**config.mk**
```make
export PLATFORM = sky130hd
export DESIGN_NAME = aes_sbox_shared
export DESIGN_NICKNAME = d
export VERILOG_FILES = /design/src/rtl/aes_sbox_shared.sv
export SDC_FILE = /design/constraint.sdc
export NUM_CORES = 1
export LEC_CHECK = 0
export BUFFER_PORTS_ARGS = -buffer_cell sky130_fd_sc_hd__buf_4
export CAP_MARGIN = 30
export CORE_ASPECT_RATIO = 0.75
export CORE_UTILIZATION = 55
export DETAILED_ROUTE_END_ITERATION = 12
export GPL_TIMING_DRIVEN = 0
export PLACE_DENSITY = 0.73
export SLEW_MARGIN = 10
export SYNTH_ARGS = -nofsm -noshare
export SYNTH_HDL_FRONTEND = slang
export SYNTH_SLANG_ARGS = --single-unit
```
**constraint.sdc**
```tcl
create_clock -name vclk -period 17.7
set_input_delay 1.77 -clock vclk [all_inputs]
set_output_delay 1.77 -clock vclk [all_outputs]
set_load 0.02 [all_outputs]
```
**src/rtl/aes_sbox_shared.sv**
```systemverilog
module aes_sbox_shared (
  input  logic       mode_dec,
  input  logic [7:0] din,
  output logic [7:0] dout
);

  function automatic logic [7:0] g8_mul(input logic [7:0] a, input logic [7:0] b);
    logic [7:0] acc, x;
    acc = '0;
    x = a;
    for (int i = 0; i < 8; i++) begin
      if (b[i]) acc ^= x;
      x = {x[6:0], 1'b0} ^ (x[7] ? 8'h1B : 8'h00);
    end
    return acc;
  endfunction

  function automatic logic [3:0] g4_mul(input logic [3:0] a, input logic [3:0] b);
    logic [3:0] acc, x;
    acc = '0;
    x = a;
    for (int i = 0; i < 4; i++) begin
      if (b[i]) acc ^= x;
      x = {x[2:0], 1'b0} ^ (x[3] ? 4'h3 : 4'h0);
    end
    return acc;
  endfunction

  function automatic logic [3:0] g4_sq(input logic [3:0] a);
    return g4_mul(a, a);
  endfunction

  function automatic logic [3:0] g4_inv(input logic [3:0] a);
    logic [3:0] p2, p4, p8;
    p2 = g4_sq(a);
    p4 = g4_sq(p2);
    p8 = g4_sq(p4);
    return g4_mul(g4_mul(p2, p4), p8);
  endfunction

  function automatic logic [3:0] find_lambda();
    for (int v = 1; v < 16; v++) begin
      logic ok;
      ok = 1'b1;
      for (int t = 0; t < 16; t++)
        if ((g4_sq(4'(t)) ^ 4'(t)) == 4'(v)) ok = 1'b0;
      if (ok) return 4'(v);
    end
    return 4'h0;
  endfunction

  function automatic logic [7:0] find_omega();
    for (int c = 2; c < 256; c++) begin
      logic [7:0] c2;
      c2 = g8_mul(8'(c), 8'(c));
      if ((g8_mul(c2, c2) ^ 8'(c) ^ 8'h01) == 8'h00) return 8'(c);
    end
    return 8'h00;
  endfunction

  function automatic logic [7:0] embed16(input logic [3:0] v, input logic [7:0] om);
    logic [7:0] acc, p;
    acc = '0;
    p = 8'h01;
    for (int i = 0; i < 4; i++) begin
      if (v[i]) acc ^= p;
      p = g8_mul(p, om);
    end
    return acc;
  endfunction

  function automatic logic [7:0] find_root(input logic [7:0] lam_img);
    for (int c = 2; c < 256; c++)
      if ((g8_mul(8'(c), 8'(c)) ^ 8'(c) ^ lam_img) == 8'h00) return 8'(c);
    return 8'h00;
  endfunction

  function automatic logic [7:0] lin_map(input logic [63:0] cols, input logic [7:0] v);
    logic [7:0] acc;
    acc = '0;
    for (int i = 0; i < 8; i++)
      if (v[i]) acc ^= cols[8*i +: 8];
    return acc;
  endfunction

  function automatic logic [63:0] build_to_std(input logic [3:0] lam);
    logic [7:0] om, yr;
    logic [63:0] cols;
    om = find_omega();
    yr = find_root(embed16(lam, om));
    for (int i = 0; i < 4; i++) begin
      cols[8*i +: 8]     = embed16(4'(1 << i), om);
      cols[8*(i+4) +: 8] = g8_mul(yr, embed16(4'(1 << i), om));
    end
    return cols;
  endfunction

  function automatic logic [63:0] build_to_cmp(input logic [63:0] fwd);
    logic [63:0] cols;
    cols = '0;
    for (int i = 0; i < 8; i++)
      for (int c = 0; c < 256; c++)
        if (lin_map(fwd, 8'(c)) == 8'(1 << i)) cols[8*i +: 8] = 8'(c);
    return cols;
  endfunction

  function automatic logic [7:0] rotl8(input logic [7:0] v, input int n);
    return 8'((v << n) | (v >> (8 - n)));
  endfunction

  function automatic logic [7:0] affine_fwd(input logic [7:0] b);
    return b ^ rotl8(b, 1) ^ rotl8(b, 2) ^ rotl8(b, 3) ^ rotl8(b, 4) ^ 8'h63;
  endfunction

  function automatic logic [7:0] affine_inv(input logic [7:0] b);
    return rotl8(b, 1) ^ rotl8(b, 3) ^ rotl8(b, 6) ^ 8'h05;
  endfunction

  function automatic logic [3:0] scalar_sq(input logic [3:0] lam, input logic [3:0] h);
    return g4_mul(lam, g4_sq(h));
  endfunction

  localparam logic [3:0]  LAMBDA = find_lambda();
  localparam logic [63:0] TO_STD = build_to_std(LAMBDA);
  localparam logic [63:0] TO_CMP = build_to_cmp(TO_STD);

  logic [7:0] pre_std, core_in, core_out, post_std;
  logic [3:0] hi, lo, delta, dinv;

  assign pre_std  = mode_dec ? affine_inv(din) : din;
  assign core_in  = lin_map(TO_CMP, pre_std);
  assign hi       = core_in[7:4];
  assign lo       = core_in[3:0];
  assign delta    = scalar_sq(LAMBDA, hi) ^ g4_mul(hi, lo) ^ g4_sq(lo);
  assign dinv     = g4_inv(delta);
  assign core_out = {g4_mul(hi, dinv), g4_mul(hi ^ lo, dinv)};
  assign post_std = lin_map(TO_STD, core_out);
  assign dout     = mode_dec ? post_std : affine_fwd(post_std);

endmodule

```
==> metrics.txt, run 1 <==
most frequent cells in the layout=38 x xnor2_1, 33 x nand2_1, 31 x nor2_1; Core Region=0.00553 sq mm; final hold violation count=0; largest net degree at the start of global routing=11; WP buf/inv=8; post-CTS setup buffers=0; Seq cells=0; Arr. time, crit path=10.06 ns; crit-path max FO=10; Req. time, crit path=15.93 ns; area grow syn2layout=5.20%; Setup crit start kind=input pin; final setup violation count=0; Vias/cell=6.54; Synth Cell Area=0.00325 sq mm; first-pass GRT wire length=13,700 microns; Crit Path Category=in -> out; wire length per cell=17.0 microns; Final ANT Viol Nets=0; worst hold path type=in -> out; Crit path largest cell delay=0.55 ns; RSZ-0062 raised after global routing=no; FP Rows=23; die height=68.5 microns; Placement Setup Slack=6.03 ns; post-synth cell types=83; Congestion Overflow GR=0; crit end category=output port; setup TNS=0 ns; status=complete, no violations; CP top delay family=buffers and inverters; Gate Count Post-Synth=408; minimum clock period=11.83 ns; Residual DRC=0; Total Routed Length=8400 microns; smallest hold slack=4.27 ns; Max Fclk=84.6 MHz; cts repair resizes=0; Least-Margin Pin Slew=0.857 ns; vias in the first global route=2,756; vias post-DR=3,225; initial antenna violation count=0; placed wire-length estimate=6530 microns; die area=0.00622 sq mm; Filler cells=518; placed cell areas=0.00342 sq mm; layout cells sized above 1=20.6%; Slowest-stage cell, CP=xnor3_1; drt first pass iters=5; I/O Pins=17; starting density of the core=58.8%; mean post-synth cell area=7.96 sq um; Port Buffers=10; Max-Cap Viols=0; Rel. slew slack=42.5%; cts-stage hold buffer count=0; Slew Limit Fails=0; ANT cells=0; CP most frequent cell=xnor2_1; Final Instance Area=0.00342 sq mm; yosys warns=0; Seq/Total Area, Yosys=0%; Setup WS post-layout=5.87 ns; global-route usage over all layers=27.1%; synthesized net count=421; final period utilization=66.8%; layout net count=433; Die W=90.7 microns; most common cell after layout, fill and taps aside=xnor2_1; Clock buffer cells=0; Final GP Congestion=0.964; Iter 0 DRT Violations=318; register area=0 sq um
==> cell families (layout without fill, tap and decap cells) <==
logic type      after synthesis  count (layout)  share of synthesized area (%)
compound gates              106             106                           25.2
xor+xnor                     82              82                           32.3
fa+ha+maj                     4               4                           1.54
buf+inv                      41              51                           6.78
mux                          24              24                           9.02
simple gates                151             151                           25.1
==> tightest hold or removal path, cell delays in order <==
cell	delay, ns
buf_2	0.25
inv_2	0.17
nand2_1	0.10
xor2_1	0.06
buf_4	0.15
==> cells in the mapped netlist (8+ instances only) <==
cell type,n,area [sq um]
xnor2_1,38,333
nand2_1,33,124
nor2_1,31,116
a21oi_1,23,115
nand3_1,20,100
buf_2,16,80.1
xor2_1,16,140
mux2i_1,15,150
nand4_1,14,87.6
nor3_1,12,60.1
o21ai_0,9,45.0
xnor3_1,9,203
xnor2_2,8,130
==> per-stage QoR <==
step / std cells / utilization, %
2_1_floorplan: 408 / -
3_3_place_gp: 493 / 61.8
3_5_place_dp: 493 / 61.8
4_1_cts: 493 / 61.8
5_1_grt: 493 / 61.8
6_report: 493 / 61.8
==> routing by layer <==
metal	vias up	GRT usage, %	routed length [microns]
met5	-	0	0
met4	0	3.23	65
met3	10	0.548	698
met2	175	43.8	3570
met1	1505	41.6	4060
li1	1535	-	-
==> worst paths after layout <==
path / from / end / slack [ns] / cells past startpoint
max: mode_dec / dout[4] / 5.87 / 33
min: mode_dec / dout[5] / 4.27 / 5
==> final cells by class <==
class,instances,area (sq um),area share [%]
inverter,8,30.0,0.879
buffer,33,190,5.57
multi-input combinational,367,3030,88.6
timing repair buffer,10,75.1,2.20
tap,75,93.8,2.75
Power of run 1 is left out: the tool's default activity adds up to more than one toggle a clock period on the data nets, which glitch-free logic cannot reach.
==> run 2, diff against run 1 <==
- PLACE_DENSITY: 0.73 -> 0.76
- clock period: 17.7 -> 9.8 ns (I/O delays scaled with it)
==> metrics.txt, run 2 (same netlist as run 1, synthesis figures left out) <==
Req. time, crit path=8.82 ns; initial antenna violation count=0; Least-Margin Pin Slew=0.768 ns; Vias/cell=6.53; status=complete, no violations; crit-path max FO=10; die height=68.5 microns; Max Fclk=108 MHz; minimum clock period=9.30 ns; final hold violation count=0; placed wire-length estimate=6520 microns; Slowest-stage cell, CP=xnor3_2; first-pass GRT wire length=13,700 microns; Port Buffers=10; Final GP Congestion=0.932; Final ANT Viol Nets=0; die area=0.00622 sq mm; setup TNS=0 ns; layout net count=436; register area=0 sq um; Core Region=0.00553 sq mm; Clock buffer cells=0; vias post-DR=3,237; largest net degree at the start of global routing=11; ANT cells=0; layout cells sized above 1=23.8%; Residual DRC=0; drt first pass iters=5; Seq cells=0; post-route insts no fill=496; most frequent cells in the layout=37 x xnor2_1, 33 x nand2_1, 31 x nor2_1; global-route usage over all layers=26.9%; final period utilization=94.9%; Iter 0 DRT Violations=381; area grow syn2layout=7.13%; vias in the first global route=2,732; FP Rows=23; I/O Pins=17; wire length per cell=17.2 microns; Crit Path Category=in -> out; Slew Limit Fails=0; placed cells=493; Crit path largest cell delay=0.52 ns; most common cell after layout, fill and taps aside=xnor2_1; Rel. slew slack=48.5%; worst hold path type=in -> out; Congestion Overflow GR=0; Arr. time, crit path=8.32 ns; Total Routed Length=8550 microns; starting density of the core=58.8%; Die W=90.7 microns; final setup violation count=0; Setup crit start kind=input pin; crit end category=output port; Max-Cap Viols=0
-- run 2: final cells by class --
type | count | area, sq um
Timing Repair Buffer | 15 | 113
Fill cell | 494 | 2050
Multi-Input combinational cell | 367 | 3050
Buffer | 31 | 189
Tap cell | 75 | 93.8
Inverter | 8 | 30.0
-- run 2: metal layers --
| metal | vias up | global-route usage (%) | wire [microns] |
|---|---|---|---|
| met4 | 0 | 2.62 | 24 |
| met5 | - | 0 | 0 |
| met3 | 4 | 0.987 | 626 |
| met2 | 147 | 44.6 | 3720 |
| met1 | 1546 | 40.3 | 4180 |
| li1 | 1540 | - | - |
-- run 2: through the flow --
step	utilization (%)	hold slack, ns	worst slack [ns]	cell area [sq um]
floorplan	-	2.53	0.924	3250
global placement	61.8	2.69	-0.201	3420
detailed placement	61.8	2.71	-0.261	3420
CTS	61.8	2.71	0.0176	3410
global route	63.0	2.78	-0.0353	3480
finish	63.0	2.71	0.499	3480
-- run 2: worst max-delay path, delay by kind of cell --
kind                       cells  cell delay [ns]
AOI/OAI and AO/OA              2             0.34
muxes                          2             0.65
xor gates and xnor gates       7             1.75
adders and majority gates      2             0.78
buffers and inverters          8             1.65
and+or+nand+nor               13             2.15
-- run 2: worst paths after layout --
| check | from | depth (start not counted) | slack, ns | to |
|---|---|---|---|---|
| setup / recovery | mode_dec | 34 | 0.50 | dout[2] |
| hold / removal | mode_dec | 5 | 2.71 | dout[5] |
-- run 2: timing repair --
item / 4_1_cts / 5_1_grt
setup endpoints to repair: 7 / 8
gates resized for setup: 1 / 11
setup buffers: 0 / 5
pin swaps: 0 / 2
hold buffers: 0 / 0
Power of run 2 is left out for the same reason.
